File: config.mk
export PLATFORM = sky130hd
export DESIGN_NAME = mesi_line_ctrl
export DESIGN_NICKNAME = d
export VERILOG_FILES = /design/src/rtl/mesi_pkg.sv /design/src/rtl/mesi_line_store.sv /design/src/rtl/mesi_snoop_eval.sv /design/src/rtl/mesi_cpu_eval.sv /design/src/rtl/mesi_line_ctrl.sv
export SDC_FILE = /design/constraint.sdc
export NUM_CORES = 1
export LEC_CHECK = 0
export ABC_AREA = 1
export BUFFER_PORTS_ARGS = -buffer_cell sky130_fd_sc_hd__buf_2
export CAP_MARGIN = 20
export CORE_ASPECT_RATIO = 1.75
export CORE_MARGIN = 5
export CORE_UTILIZATION = 39
export CTS_BUF_LIST = sky130_fd_sc_hd__clkbuf_8
export DETAILED_ROUTE_END_ITERATION = 8
export HOLD_SLACK_MARGIN = 0.15
export PLACE_DENSITY = 0.71
export SETUP_SLACK_MARGIN = 0.02
export SLEW_MARGIN = 40
export SYNTH_ARGS = -nofsm -noshare
export SYNTH_HDL_FRONTEND = slang
export SYNTH_SLANG_ARGS = --single-unit
File: constraint.sdc
create_clock -name clk_i -period 2 [get_ports clk_i]
set_input_delay 0.2 -clock clk_i [delete_from_list [all_inputs] [get_ports clk_i]]
set_output_delay 0.2 -clock clk_i [all_outputs]
set_load 0.03 [all_outputs]
File: src/rtl/mesi_pkg.sv
package mesi_pkg;
  typedef enum logic [1:0] {
    ST_I = 2'd0,
    ST_S = 2'd1,
    ST_E = 2'd2,
    ST_M = 2'd3
  } mesi_e;

  typedef enum logic [1:0] {
    CMD_NONE = 2'd0,
    CMD_RD   = 2'd1,
    CMD_RFO  = 2'd2,
    CMD_INV  = 2'd3
  } bus_cmd_e;
endpackage

File: src/rtl/mesi_line_store.sv
module mesi_line_store
  import mesi_pkg::*;
#(
  parameter int IDX_W = 2,
  parameter int TAG_W = 3
) (
  input  logic             clk_i,
  input  logic             rst_ni,
  input  logic [IDX_W-1:0] ra_idx_i,
  output mesi_e            ra_st_o,
  output logic [TAG_W-1:0] ra_tag_o,
  input  logic [IDX_W-1:0] rb_idx_i,
  output mesi_e            rb_st_o,
  output logic [TAG_W-1:0] rb_tag_o,
  input  logic             wa_en_i,
  input  logic [IDX_W-1:0] wa_idx_i,
  input  mesi_e            wa_st_i,
  input  logic             wb_en_i,
  input  logic [IDX_W-1:0] wb_idx_i,
  input  mesi_e            wb_st_i,
  input  logic [TAG_W-1:0] wb_tag_i
);
  localparam int LINES = 1 << IDX_W;

  mesi_e            st_arr  [LINES];
  logic [TAG_W-1:0] tag_arr [LINES];

  // port b (processor) wins: it was evaluated against port a's result
  for (genvar g = 0; g < LINES; g++) begin : g_line
    mesi_e            st_q;
    logic [TAG_W-1:0] tag_q;
    logic             sel_a, sel_b;

    assign sel_a = wa_en_i && (wa_idx_i == IDX_W'(g));
    assign sel_b = wb_en_i && (wb_idx_i == IDX_W'(g));

    always_ff @(posedge clk_i or negedge rst_ni) begin
      if (!rst_ni) begin
        st_q  <= ST_I;
        tag_q <= '0;
      end else if (sel_b) begin
        st_q  <= wb_st_i;
        tag_q <= wb_tag_i;
      end else if (sel_a) begin
        st_q  <= wa_st_i;
      end
    end

    assign st_arr[g]  = st_q;
    assign tag_arr[g] = tag_q;
  end

  assign ra_st_o  = st_arr[ra_idx_i];
  assign ra_tag_o = tag_arr[ra_idx_i];
  assign rb_st_o  = st_arr[rb_idx_i];
  assign rb_tag_o = tag_arr[rb_idx_i];
endmodule

File: src/rtl/mesi_snoop_eval.sv
module mesi_snoop_eval
  import mesi_pkg::*;
(
  input  logic     valid_i,
  input  bus_cmd_e cmd_i,
  input  mesi_e    st_i,
  input  logic     tag_match_i,
  output logic     hit_o,
  output logic     wr_en_o,
  output mesi_e    next_st_o,
  output logic     wb_o,
  output logic     inv_o
);
  logic h;

  always_comb begin
    h         = valid_i && (cmd_i != CMD_NONE) && (st_i != ST_I) && tag_match_i;
    hit_o     = h;
    wr_en_o   = h;
    next_st_o = st_i;
    wb_o      = 1'b0;
    inv_o     = 1'b0;
    if (h) begin
      unique case (cmd_i)
        CMD_RD: begin
          next_st_o = ST_S;
          wb_o      = (st_i == ST_M);
        end
        CMD_RFO: begin
          next_st_o = ST_I;
          wb_o      = (st_i == ST_M);
          inv_o     = 1'b1;
        end
        default: begin
          // invalidate from a writer that held Shared; no dirty data here
          next_st_o = ST_I;
          inv_o     = 1'b1;
        end
      endcase
    end
  end
endmodule

File: src/rtl/mesi_cpu_eval.sv
module mesi_cpu_eval
  import mesi_pkg::*;
(
  input  logic     req_i,
  input  logic     we_i,
  input  mesi_e    st_i,
  input  logic     tag_match_i,
  input  logic     shared_i,
  output logic     hit_o,
  output logic     miss_o,
  output bus_cmd_e cmd_o,
  output logic     wr_en_o,
  output mesi_e    next_st_o,
  output logic     evict_wb_o,
  output logic     evict_inv_o
);
  logic h;

  always_comb begin
    h           = req_i && (st_i != ST_I) && tag_match_i;
    hit_o       = h;
    miss_o      = req_i && !h;
    cmd_o       = CMD_NONE;
    wr_en_o     = 1'b0;
    next_st_o   = st_i;
    evict_wb_o  = 1'b0;
    evict_inv_o = 1'b0;
    if (h && we_i) begin
      wr_en_o   = 1'b1;
      next_st_o = ST_M;
      if (st_i == ST_S) cmd_o = CMD_INV;
    end else if (req_i && !h) begin
      wr_en_o     = 1'b1;
      evict_inv_o = (st_i != ST_I);
      evict_wb_o  = (st_i == ST_M);
      if (we_i) begin
        cmd_o     = CMD_RFO;
        next_st_o = ST_M;
      end else begin
        cmd_o     = CMD_RD;
        next_st_o = shared_i ? ST_S : ST_E;
      end
    end
  end
endmodule

File: src/rtl/mesi_line_ctrl.sv
module mesi_line_ctrl
  import mesi_pkg::*;
#(
  parameter int IDX_W = 2,
  parameter int TAG_W = 3
) (
  input  logic             clk_i,
  input  logic             rst_ni,
  input  logic             cpu_req_i,
  input  logic             cpu_we_i,
  input  logic [IDX_W-1:0] cpu_idx_i,
  input  logic [TAG_W-1:0] cpu_tag_i,
  input  logic             fill_shared_i,
  input  logic             snp_valid_i,
  input  logic [1:0]       snp_cmd_i,
  input  logic [IDX_W-1:0] snp_idx_i,
  input  logic [TAG_W-1:0] snp_tag_i,
  output logic             cpu_hit_o,
  output logic             cpu_miss_o,
  output logic             bus_cmd_valid_o,
  output logic [1:0]       bus_cmd_o,
  output logic [IDX_W-1:0] bus_idx_o,
  output logic [TAG_W-1:0] bus_tag_o,
  output logic             evict_wb_o,
  output logic [TAG_W-1:0] evict_tag_o,
  output logic             inner_evict_inv_o,
  output logic [IDX_W-1:0] inner_evict_idx_o,
  output logic             snp_shared_o,
  output logic             snp_wb_o,
  output logic             inner_snp_inv_o,
  output logic [IDX_W-1:0] inner_snp_idx_o
);
  mesi_e            s_st, c_st_raw, c_st_eff, s_next, c_next;
  logic [TAG_W-1:0] s_tag, c_tag;
  logic             s_hit, s_wr, s_wb, s_inv, same_idx;
  logic             c_hit, c_miss, c_wr, c_ewb, c_einv;
  bus_cmd_e         c_cmd;

  mesi_line_store #(.IDX_W(IDX_W), .TAG_W(TAG_W)) u_store (
    .clk_i    (clk_i),
    .rst_ni   (rst_ni),
    .ra_idx_i (snp_idx_i),
    .ra_st_o  (s_st),
    .ra_tag_o (s_tag),
    .rb_idx_i (cpu_idx_i),
    .rb_st_o  (c_st_raw),
    .rb_tag_o (c_tag),
    .wa_en_i  (s_wr),
    .wa_idx_i (snp_idx_i),
    .wa_st_i  (s_next),
    .wb_en_i  (c_wr),
    .wb_idx_i (cpu_idx_i),
    .wb_st_i  (c_next),
    .wb_tag_i (cpu_tag_i)
  );

  mesi_snoop_eval u_snoop (
    .valid_i     (snp_valid_i),
    .cmd_i       (bus_cmd_e'(snp_cmd_i)),
    .st_i        (s_st),
    .tag_match_i (s_tag == snp_tag_i),
    .hit_o       (s_hit),
    .wr_en_o     (s_wr),
    .next_st_o   (s_next),
    .wb_o        (s_wb),
    .inv_o       (s_inv)
  );

  // snoop ordered ahead of the local access on a shared index
  assign same_idx = s_wr && cpu_req_i && (snp_idx_i == cpu_idx_i);
  assign c_st_eff = same_idx ? s_next : c_st_raw;

  mesi_cpu_eval u_cpu (
    .req_i       (cpu_req_i),
    .we_i        (cpu_we_i),
    .st_i        (c_st_eff),
    .tag_match_i (c_tag == cpu_tag_i),
    .shared_i    (fill_shared_i),
    .hit_o       (c_hit),
    .miss_o      (c_miss),
    .cmd_o       (c_cmd),
    .wr_en_o     (c_wr),
    .next_st_o   (c_next),
    .evict_wb_o  (c_ewb),
    .evict_inv_o (c_einv)
  );

  always_ff @(posedge clk_i or negedge rst_ni) begin
    if (!rst_ni) begin
      cpu_hit_o         <= 1'b0;
      cpu_miss_o        <= 1'b0;
      bus_cmd_valid_o   <= 1'b0;
      bus_cmd_o         <= 2'd0;
      bus_idx_o         <= '0;
      bus_tag_o         <= '0;
      evict_wb_o        <= 1'b0;
      evict_tag_o       <= '0;
      inner_evict_inv_o <= 1'b0;
      inner_evict_idx_o <= '0;
      snp_shared_o      <= 1'b0;
      snp_wb_o          <= 1'b0;
      inner_snp_inv_o   <= 1'b0;
      inner_snp_idx_o   <= '0;
    end else begin
      cpu_hit_o         <= c_hit;
      cpu_miss_o        <= c_miss;
      bus_cmd_valid_o   <= (c_cmd != CMD_NONE);
      bus_cmd_o         <= c_cmd;
      bus_idx_o         <= (c_cmd != CMD_NONE) ? cpu_idx_i : '0;
      bus_tag_o         <= (c_cmd != CMD_NONE) ? cpu_tag_i : '0;
      evict_wb_o        <= c_ewb;
      evict_tag_o       <= c_ewb ? c_tag : '0;
      inner_evict_inv_o <= c_einv;
      inner_evict_idx_o <= c_einv ? cpu_idx_i : '0;
      snp_shared_o      <= s_hit;
      snp_wb_o          <= s_wb;
      inner_snp_inv_o   <= s_inv;
      inner_snp_idx_o   <= s_inv ? snp_idx_i : '0;
    end
  end
endmodule

==> results_dict.tcl <==
set metrics [dict create \
    antenna_found_initial 0 \
    cp.depth 11 \
    yosysMostFrequentCell "nand2_1" \
    startpoint "u_store.g_line[0].tag_q[1]" \
    synth_flop_cell "dfrtp_1" \
    fin_ws_ns -0.1712 \
    drc 0 \
    top_usage_layer "met2" \
    p_int_w 0.001781 \
    place.gp.congestion 0.9046 \
    slew_viol_final 0 \
    fin_nets 389 \
    grt_max_degree 16 \
    hold_viol_final 0 \
    critPathMaxFanout 9 \
    ys_async_sr_fraction 1.000 \
    syn_inst 270 \
    syn_nets 290 \
    place_ws_ns -0.2985 \
    drv_cap 0 \
    grt_pass1_vias 2199 \
    netSwitchingPower_w 0.0009480 \
    clkLatencyLatePin_ns 0.30 \
    viasPerCell 4.859 \
    ys_top_cells_by_count "nand2_1 (89), dfrtp_1 (42), nor2_1 (25), nand3_1 (22), inv_1 (21)" \
    max-vdd-ir-drop_v 0.0003677 \
    power_leakage_nw 1.751 \
    post-route-min-period_ns 2.171 \
    initialDrtViolationCount 100 \
    r2r_cells 11 \
    groute.usage.overall 0.1894 \
    clockRootBuffer "clkbuf_8" \
    fin_setup_tns_ns -2.857 \
    port_buffers 39 \
    synth_top_area_frac 0.4765 \
    crit_family "simple AND/OR/NAND/NOR gates" \
    switching_share 0.3473 \
    crit_arrival_ns 2.36 \
    nFillCells 514 \
    layout-drive-gt1-share 0.4081 \
    pwr-share-seq 0.391 \
    io_pins 40 \
    htree_levels 2 \
    met2_usage 0.3693 \
    hold_ws_ns 0.1952 \
    area_growth_pct 42.71 \
    die_height_um 109.5 \
    crit_required_ns 2.19 \
    synth-edff-count 0 \
    synth_area_um2 2206 \
    wirelength_um 6519 \
    hold_depth 2 \
    n_antenna_cell 0 \
    path_cells "buf_4 > a22oi_1 > nand3_1 > xor2_1 > nor3_2 > buf_4 > nand4_4 > nand2_8 > nand2_4 > nor2_1 > nor2_1" \
    worstReg2RegStart "u_store.g_line[0].tag_q[1]" \
    pwr-share-comb 0.371 \
    cts.clk_slew.worst_paths_ns 0.08 \
    dr_total_vias 2167 \
    failed_checks "setup timing" \
    grt_pass1_wl_um 10330 \
    avgSynthCellArea_um2 8.170 \
    status "finished with violations" \
    yosys_warnings 0 \
    cts_tree "done" \
    start_kind "flip-flop" \
    core-area_um2 5540 \
    grt_use_met1 0.1808 \
    rows 36 \
    grt-ovfl-total 0 \
    cts_inserted_buffers 5 \
    synth_cell_types 27 \
    rsz0062_at_grt "yes" \
    firstDrtPassIters 4 \
    grt_use_met3 0.03374 \
    dieArea_um2 7319 \
    synth-seq-cells 42 \
    total_power_w 0.002729 \
    worst-path-buf-inv 2 \
    cp_slowest_stage_delay_ns 0.40 \
    skew_ns 0.008696 \
    worstHoldStart "cpu_we_i" \
    pwr_density_cell_nw_per_um2 867.0 \
    cts_sinks 42 \
    end_kind "flip-flop" \
    pwr-share-clk 0.238 \
    hp-class "in2reg" \
    max_freq_mhz 460.6 \
    timing.final.crit_share 1.086 \
    dpl.hpwl_um 4798 \
    synthTopCellsByArea "dfrtp_1 (48%), nand2_1 (15%), nand3_1 (5.0%)" \
    cts.path.max_buffers 2 \
    postLayoutCoreUtil 0.5682 \
    relSlewSlack 0.7978 \
    antenna_left 0 \
    crit_path_top_delay_cell "dfrtp_1" \
    tightest_slew_ns 0.3034 \
    ys_seq_area_frac 0.4765 \
    wl_per_cell_um 14.62 \
    start_util 0.3981 \
    crit_type "reg2reg" \
    die_w_um 66.85 \
    setup_viol 29 \
    synth_top_area_cell "dfrtp_1" \
]
[final cells by class]
| class | count | area [µm²] | share of cell area |
|---|---|---|---|
| multi-input combinational | 196 | 1160 | 0.3684 |
| tap | 76 | 95.09 | 0.03021 |
| inverter | 31 | 116.4 | 0.03696 |
| clock inverter | 3 | 37.54 | 0.01192 |
| timing repair buffer | 93 | 619.3 | 0.1967 |
| sequential | 42 | 1051 | 0.3339 |
| clock buffer | 5 | 68.82 | 0.02186 |
[flip-flops by register name, indices dropped and copies added, names as in the netlist]
name and flops:
u_store.g_line.tag_q 12, u_store.g_line.st_q 8, bus_tag_o 3, evict_tag_o 3
bus_cmd_o 2, bus_idx_o 2, inner_evict_idx_o 2, inner_snp_idx_o 2
bus_cmd_valid_o 1, cpu_hit_o 1, cpu_miss_o 1, evict_wb_o 1
inner_evict_inv_o 1, inner_snp_inv_o 1, snp_shared_o 1, snp_wb_o 1
[worst reg2reg max path, stage by stage, from the launching register on]
cell and delay [ns]:
dfrtp_1 0.40, buf_4 0.16, a22oi_1 0.23, nand3_1 0.17, xor2_1 0.18, nor3_2 0.10, buf_4 0.16, nand4_4 0.17
nand2_8 0.18, nand2_4 0.12, nor2_1 0.13, nor2_1 0.06
[power groups by stage]
stage	Sequential, W	Combinational, W	Clock (W)
2_1_floorplan	0.00114	0.000414	0
3_3_place_gp	0.00108	0.000825	0
3_5_place_dp	0.00108	0.000843	0
4_1_cts	0.00106	0.000918	0.000665
5_1_grt	0.00108	0.00110	0.000700
6_report	0.00107	0.00101	0.000650
[worst paths after layout]
| path | endpoint | slack, ns |
|---|---|---|
| max | u_store.g_line[3].st_q[0] | -0.17 |
| min | bus_cmd_o[0] | 0.20 |
| max reg2reg | u_store.g_line[3].st_q[0] | -0.17 |
| min reg2reg | u_store.g_line[1].tag_q[1] | 0.55 |
| max in group asynchronous | inner_snp_inv_o | 1.16 |
| min in group asynchronous | evict_tag_o[1] | 0.33 |
[cells in the final DEF (no fill, tap or decap), types with 2 or more instances in the layout]
| cell type | n |
|---|---|
| nand2_4 | 7 |
| a22oi_2 | 2 |
| nand2_2 | 9 |
| nor2_1 | 23 |
| nand2_8 | 4 |
| a21oi_1 | 3 |
| a22oi_1 | 6 |
| nand2_1 | 77 |
| nor2_2 | 3 |
| inv_2 | 10 |
| nand3_2 | 3 |
| nor2_4 | 5 |
| o21ai_0 | 5 |
| buf_2 | 39 |
| dfrtp_1 | 42 |
| nand3_4 | 3 |
| xor2_1 | 3 |
| clkbuf_8 | 5 |
| buf_4 | 51 |
| nand3_1 | 20 |
| a21oi_2 | 3 |
| o21ai_1 | 11 |
| inv_1 | 23 |
| ha_1 | 2 |
[cells by family after synthesis]
logic type               share of synthesized area
XOR/XNOR                                   0.01191
adder cells (fa/ha/maj)                    0.01134
flip-flops                                  0.4765
AND/OR/NAND/NOR                             0.3471
buffers and inverters                      0.06637
AO/OA/AOI/OAI                              0.08678
[timing repair]
item | in CTS | in global routing
endpoints found under the setup margin | 27 | 37
hold buffers | 1 | 0
buffers inserted | 7 | 7
pin swaps | 7 | 12
hold endpoints to repair | 42 | 0
gates cloned | 1 | 1
resized for setup | 10 | 22
[layer usage]
metal | up-vias | wire (µm)
li1 | 1058 | -
met4 | 0 | 281
met5 | - | 0
met1 | 1020 | 2227
met2 | 66 | 3785
met3 | 23 | 225
[metrics by stage]
| step | cells | cell area [µm²] |
|---|---|---|
| after floorplan | 270 | 2206 |
| after global placement | 421 | 2759 |
| after detailed placement | 421 | 2759 |
| after CTS | 438 | 2999 |
| after global routing | 446 | 3148 |
| final | 446 | 3148 |
No activity file was read; power rests on OpenSTA's default activity.
